<file path="config.mk">
export PLATFORM = sky130hd
export DESIGN_NAME = addr_latch8
export DESIGN_NICKNAME = d
export VERILOG_FILES = /design/src/rtl/addr_latch8.sv
export SDC_FILE = /design/constraint.sdc
export NUM_CORES = 1
export LEC_CHECK = 0
export BUFFER_PORTS_ARGS = -buffer_cell sky130_fd_sc_hd__buf_4
export CAP_MARGIN = 20
export CELL_PAD_IN_SITES_DETAIL_PLACEMENT = 2
export CELL_PAD_IN_SITES_GLOBAL_PLACEMENT = 2
export CORE_MARGIN = 2
export CORE_UTILIZATION = 30
export DETAILED_ROUTE_END_ITERATION = 10
export GPL_TIMING_DRIVEN = 0
export PLACE_DENSITY_LB_ADDON = 0.15
export SYNTH_ARGS = -nofsm -noshare
export SYNTH_HDL_FRONTEND = slang
export SYNTH_SLANG_ARGS = --single-unit
</file>
<file path="constraint.sdc">
create_clock -name clk -period 2.8 [get_ports clk]
set_input_delay 0.56 -clock clk [delete_from_list [all_inputs] [get_ports clk]]
set_output_delay 0.56 -clock clk [all_outputs]
set_load 0.01 [all_outputs]
</file>
<file path="src/rtl/addr_latch8.sv">
module addr_latch8 #(
  parameter int SEL_W = 3,
  localparam int N = 1 << SEL_W
) (
  input  logic             clk,
  input  logic             din,
  input  logic [SEL_W-1:0] sel,
  input  logic             wr_n,
  input  logic             clr_n,
  output logic [N-1:0]     q
);

  logic [N-1:0] hit;
  logic [N-1:0] nxt;

  assign hit = N'(1) << sel;

  always_comb begin
    unique case ({wr_n, clr_n})
      2'b00: nxt = din ? hit : '0;
      2'b01: nxt = din ? (q | hit) : (q & ~hit);
      2'b10: nxt = '0;
      default: nxt = q;
    endcase
  end

  always_ff @(posedge clk) q <= nxt;

  logic known = 1'b0;
  always_ff @(posedge clk) if (!wr_n && !clr_n || wr_n && !clr_n) known <= 1'b1;

  AST_DEMUX_SEL: assert property (@(posedge clk) disable iff (!known)
    (!wr_n && !clr_n) |=> q[$past(sel)] == $past(din));
  AST_DEMUX_ONEHOT: assert property (@(posedge clk) disable iff (!known)
    (!wr_n && !clr_n) |=> $onehot0(q) && ((q & ~(N'(1) << $past(sel))) == '0));
  AST_LATCH_WRITE: assert property (@(posedge clk) disable iff (!known)
    (!wr_n && clr_n) |=> q[$past(sel)] == $past(din));
  AST_LATCH_OTHERS: assert property (@(posedge clk) disable iff (!known)
    (!wr_n && clr_n) |=> $countones((q ^ $past(q)) & ~(N'(1) << $past(sel))) == 0);
  AST_HOLD: assert property (@(posedge clk) disable iff (!known)
    (wr_n && clr_n) |=> $stable(q));
  AST_CLEAR: assert property (@(posedge clk)
    (wr_n && !clr_n) |=> q == '0);

endmodule

</file>
=== After elaboration in Yosys (flattened, before gate mapping) ===
Index checks and enable logic that the tools add are counted.

* Equality and inequality tests: 2
* Shift operators: 1
* Mux-type cells: 3
* Bitwise logic cells: 3
* Reduce and logical (&&, ||, !) cells: 2

{| class="wikitable"
|+ Operators with widths
! cell !! count
|-
| 8-bit case mux with 3 select lines || 1
|-
| 8-bit 2-to-1 mux || 2
|-
| 8-bit bitwise AND || 1
|-
| 8-bit inverter || 1
|-
| 8-bit bitwise OR || 1
|-
| 1-bit by 3-bit left shift with 8-bit output, first input constant || 1
|-
| 3-bit nonzero test || 1
|-
| 2-bit by 1-bit equality test with 1-bit output, second input constant || 1
|-
| 2-bit equality test, second input constant || 1
|-
| 2-bit zero test || 1
|}

* Flip-flop bits (word level): 8
* Output and inout bits: 8
* Word-level logic and storage cells: 12
* Input port bits: 7

=== Depth between registers and ports, before layout ===
* Depth in word-level cells: 5
* Depth in mapped cells: 5
* Depth with buffers taken out: 4

=== Worst setup path after synthesis ===
Ideal clock, no wire load.

* Kind: input -> register
* From: input port wr_n
* To: register q[0], data pin
* Path slack: 1266 ps
* Buffers on the path: 0
* Cell stages on the path: 4
* Required time: 2530 ps
* Setup time: 270 ps
* Arrival time: 1264 ps
* Path through: inv_1 -> ha_1 -> o21ai_2 -> mux2i_1

* Longest elaborated chain between the ends: 2
* Elaborated cells between the ends (all ways): 4
* Classes of those cells: 2 x eq/ne; 1 x mux; 1 x reduce/logical

{| class="wikitable"
|+ Ends and longest elaborated chain
! item !! RTL line !! RTL
|-
| start: declaration || 8 || <nowiki>input logic wr_n,</nowiki>
|-
| 2-bit equality test (tied with other cells) || 19 || <nowiki>unique case ({wr_n, clr_n})</nowiki>
|-
| 8-bit case mux with 3 select lines (*) || 19 ||
|-
| named net nxt[0] || 14 || <nowiki>logic [N-1:0] nxt;</nowiki>
|-
| end signal: assignment || 27 || <nowiki>always_ff @(posedge clk) q <= nxt;</nowiki>
|-
| end: declaration || 10 || <nowiki>output logic [N-1:0] q</nowiki>
|}

Mark *: on every way through the listed nets, which the timed path passes. The rest lies on a longest branch.
A chain may end at the register's enable or synchronous reset.

=== Worst setup path in the final report ===
* From: input port wr_n
* To: register q[2], data pin

Same word-level chain as after synthesis.

==> impl_metrics.env <==
export IMPL_wire_per_inst_microns=17.72
export IMPL_synthMuxAreaShare=0.1662
export IMPL_grt_max_degree=10
export IMPL_globalplace_congestion=0.6911
export IMPL_synth_largest_area_cell="edfxtp_1"
export IMPL_highest_layer="met4"
export IMPL_netlist_area_leader_share=0.4987
export IMPL_ant_nets=0
export IMPL_reg2reg_slack_ns=1.96
export IMPL_rsz0062_at_grt="no"
export IMPL_ys_ff_latch=8
export IMPL_place_hpwl_microns=905.4
export IMPL_drv_cap=0
export IMPL_drive_gt1_frac=0.3455
export IMPL_drtPass1Iterations=2
export IMPL_clock_root_buffer="clkbuf_4"
export IMPL_cts_sinks=8
export IMPL_worstMarginPinSlew_ns=0.3493
export IMPL_grt_ovfl_total=0
export IMPL_drt_total_wl_mm=1.258
export IMPL_ios=15
export IMPL_fin_setup_tns_ns=0
export IMPL_vias_per_cell=5.535
export IMPL_synth_avg_cell_area_sq_um=12.68
export IMPL_drt_met1_wl_microns=513
export IMPL_clk_path_buf_depth=2
export IMPL_final_cell_mix="buf_4, nand3b_1, mux2i_1, edfxtp_1"
export IMPL_path_clk_slew_ns=0.06
export IMPL_syn_nets=47
export IMPL_ctsHoldBuffers=0
export IMPL_p_leak_nw=0.2712
export IMPL_fmax_mhz=625.7
export IMPL_slew_viol_final=0
export IMPL_insertion_delay_ns=0.26
export IMPL_yosys_top_cells_area="edfxtp_1, nand3b_1, mux2i_1"
export IMPL_clock_skew_ns=0
export IMPL_h_tree_depth=1
export IMPL_r2r_cells=2
export IMPL_postCtsSetupBuffers=0
export IMPL_reg_top3="q: 8 flops"
export IMPL_start_util=0.3198
export IMPL_wl_met2_microns=658
export IMPL_start_kind="input port"
export IMPL_slew_headroom=0.7671
export IMPL_yosysWarnings=0
export IMPL_synth_top_family_by_area="simple AND/OR/NAND/NOR gates"
export IMPL_post_route_period_util=0.5708
export IMPL_fp_coreArea_sq_um=1506
export IMPL_ctsResizeCount=0
export IMPL_diodes=0
export IMPL_die_y_microns=44.07
export IMPL_cp_max_fo=9
export IMPL_startpoint="wr_n"
export IMPL_syn2layout_area_growth_pct=30.65
export IMPL_grt_pass1_vias=408
export IMPL_numCtsBuffers=3
export IMPL_nets=66
export IMPL_endpoint_kind="register"
export IMPL_hold_class="register to register"
export IMPL_antenna_found_initial=0
export IMPL_r2r_end="q[5]$_DFFE_PP_"
export IMPL_r2r_start="q[5]$_DFFE_PP_"
export IMPL_cts_tree="built"
export IMPL_post_route_util=0.4178
export IMPL_synth_compound_gate_area_share=0.01818
export IMPL_crit_required_ns=2.79
export IMPL_drt_iter0_markers=3
export IMPL_fp_dieW_microns=44.07
export IMPL_largest_reg_flops=8
export IMPL_syn_instance_count=38
export IMPL_synth_fa_ha_area_frac=0.05195
export IMPL_portBuffers=14
export IMPL_hold_viol=0
export IMPL_grt_pass1_wl_mm=1.980
export IMPL_crit_end="q[2]$_DFFE_PP_"
export IMPL_layout_commonest_cell="buf_4"
export IMPL_netlist_area_sq_um=481.7
export IMPL_grtUsageTotal=0.1490
export IMPL_regMostFlops="q"
export IMPL_worst_setup_path_type="input port to register"
export IMPL_synth_xor_area_share=0
export IMPL_placementRows=14
export IMPL_yosysSeqAreaShare=0.4987
export IMPL_die_area_sq_um=1942
export IMPL_synth_simple_area_share=0.2390
export IMPL_wl_met3_microns=67
export IMPL_setup_violations=0
export IMPL_status="finished clean"
export IMPL_period_needed_ns=1.598
export IMPL_max_vdd_ir_drop_mv=0.1834
export IMPL_arrival_ns=1.58
export IMPL_powerDensity_nw_per_um2=468.3
export IMPL_nFillCells=153
export IMPL_synth_cell_types=10
export IMPL_drc=0
export IMPL_vias=393
## per-layer routing
| metal | vias to the layer above | global-route usage |
|---|---|---|
| li1 | 180 | - |
| met1 | 199 | 0.1749 |
| met2 | 12 | 0.2412 |
| met3 | 2 | 0.02857 |
| met4 | 0 | 0.1091 |
| met5 | - | 0 |
## cell families (layout without fill, tap and decap cells)
family | after synthesis | count (layout)
simple gates | 16 | 16
mux | 8 | 8
flops | 8 | 8
buf+inv | 3 | 20
fa+ha+maj | 2 | 2
compound gates | 1 | 1
## worst min path at each step
stage | startpoint | to | cells past startpoint | slack [ns]
floorplan | q[1]$_DFFE_PP_ | q[1]$_DFFE_PP_ | 2 | 0.68
global placement | q[5]$_DFFE_PP_ | q[5]$_DFFE_PP_ | 2 | 0.64
detailed placement | q[2]$_DFFE_PP_ | q[2]$_DFFE_PP_ | 2 | 0.67
CTS | q[1]$_DFFE_PP_ | q[1]$_DFFE_PP_ | 2 | 0.70
global route | q[4]$_DFFE_PP_ | q[4]$_DFFE_PP_ | 2 | 0.72
finish | q[6]$_DFFE_PP_ | q[6]$_DFFE_PP_ | 2 | 0.69
## stage by stage
| step | instances | power [mW] | setup slack [ns] | hold WS (ns) | instance area, sq um |
|---|---|---|---|---|---|
| 2_1_floorplan | 38 | 0.1748 | 1.266 | 0.6805 | 481.7 |
| 3_3_place_gp | 68 | 0.2018 | 1.019 | 0.6422 | 606.8 |
| 3_5_place_dp | 68 | 0.2063 | 0.9274 | 0.6694 | 606.8 |
| 4_1_cts | 71 | 0.3010 | 1.218 | 0.6957 | 629.4 |
| 5_1_grt | 71 | 0.3100 | 1.133 | 0.7249 | 629.4 |
| 6_report | 71 | 0.2947 | 1.202 | 0.6851 | 629.4 |
## cells in the mapped netlist
cell and count:
nand3b_1 11, edfxtp_1 8, mux2i_1 8, nor3b_1 3, ha_1 2, inv_1 2
buf_2 1, nand3_1 1, nor3_1 1, o21ai_2 1
## worst max-delay path, cell delays in order
cell	delay, ns
buf_4	0.09
inv_1	0.04
ha_1	0.40
o21ai_2	0.35
mux2i_1	0.15
## where the power goes
| group | internal [mW] | switching [mW] | total [mW] |
|---|---|---|---|
| sequential | 0.142 | 0.00462 | 0.146 |
| clock | 0.0493 | 0.0421 | 0.0914 |
| combinational | 0.0279 | 0.0292 | 0.0572 |
| total | 0.219 | 0.0760 | 0.295 |
## area by class of cell
class	instances	area (sq um)	share of cell area
sequential	8	240.2	0.3817
multi-input combinational	27	229.0	0.3638
timing repair buffer	14	105.1	0.1670
clock buffer	3	22.52	0.03579
tap	16	20.02	0.03181
inverter	2	7.507	0.01193
buffer	1	5.005	0.007952
(Power assumes the default switching activity.)
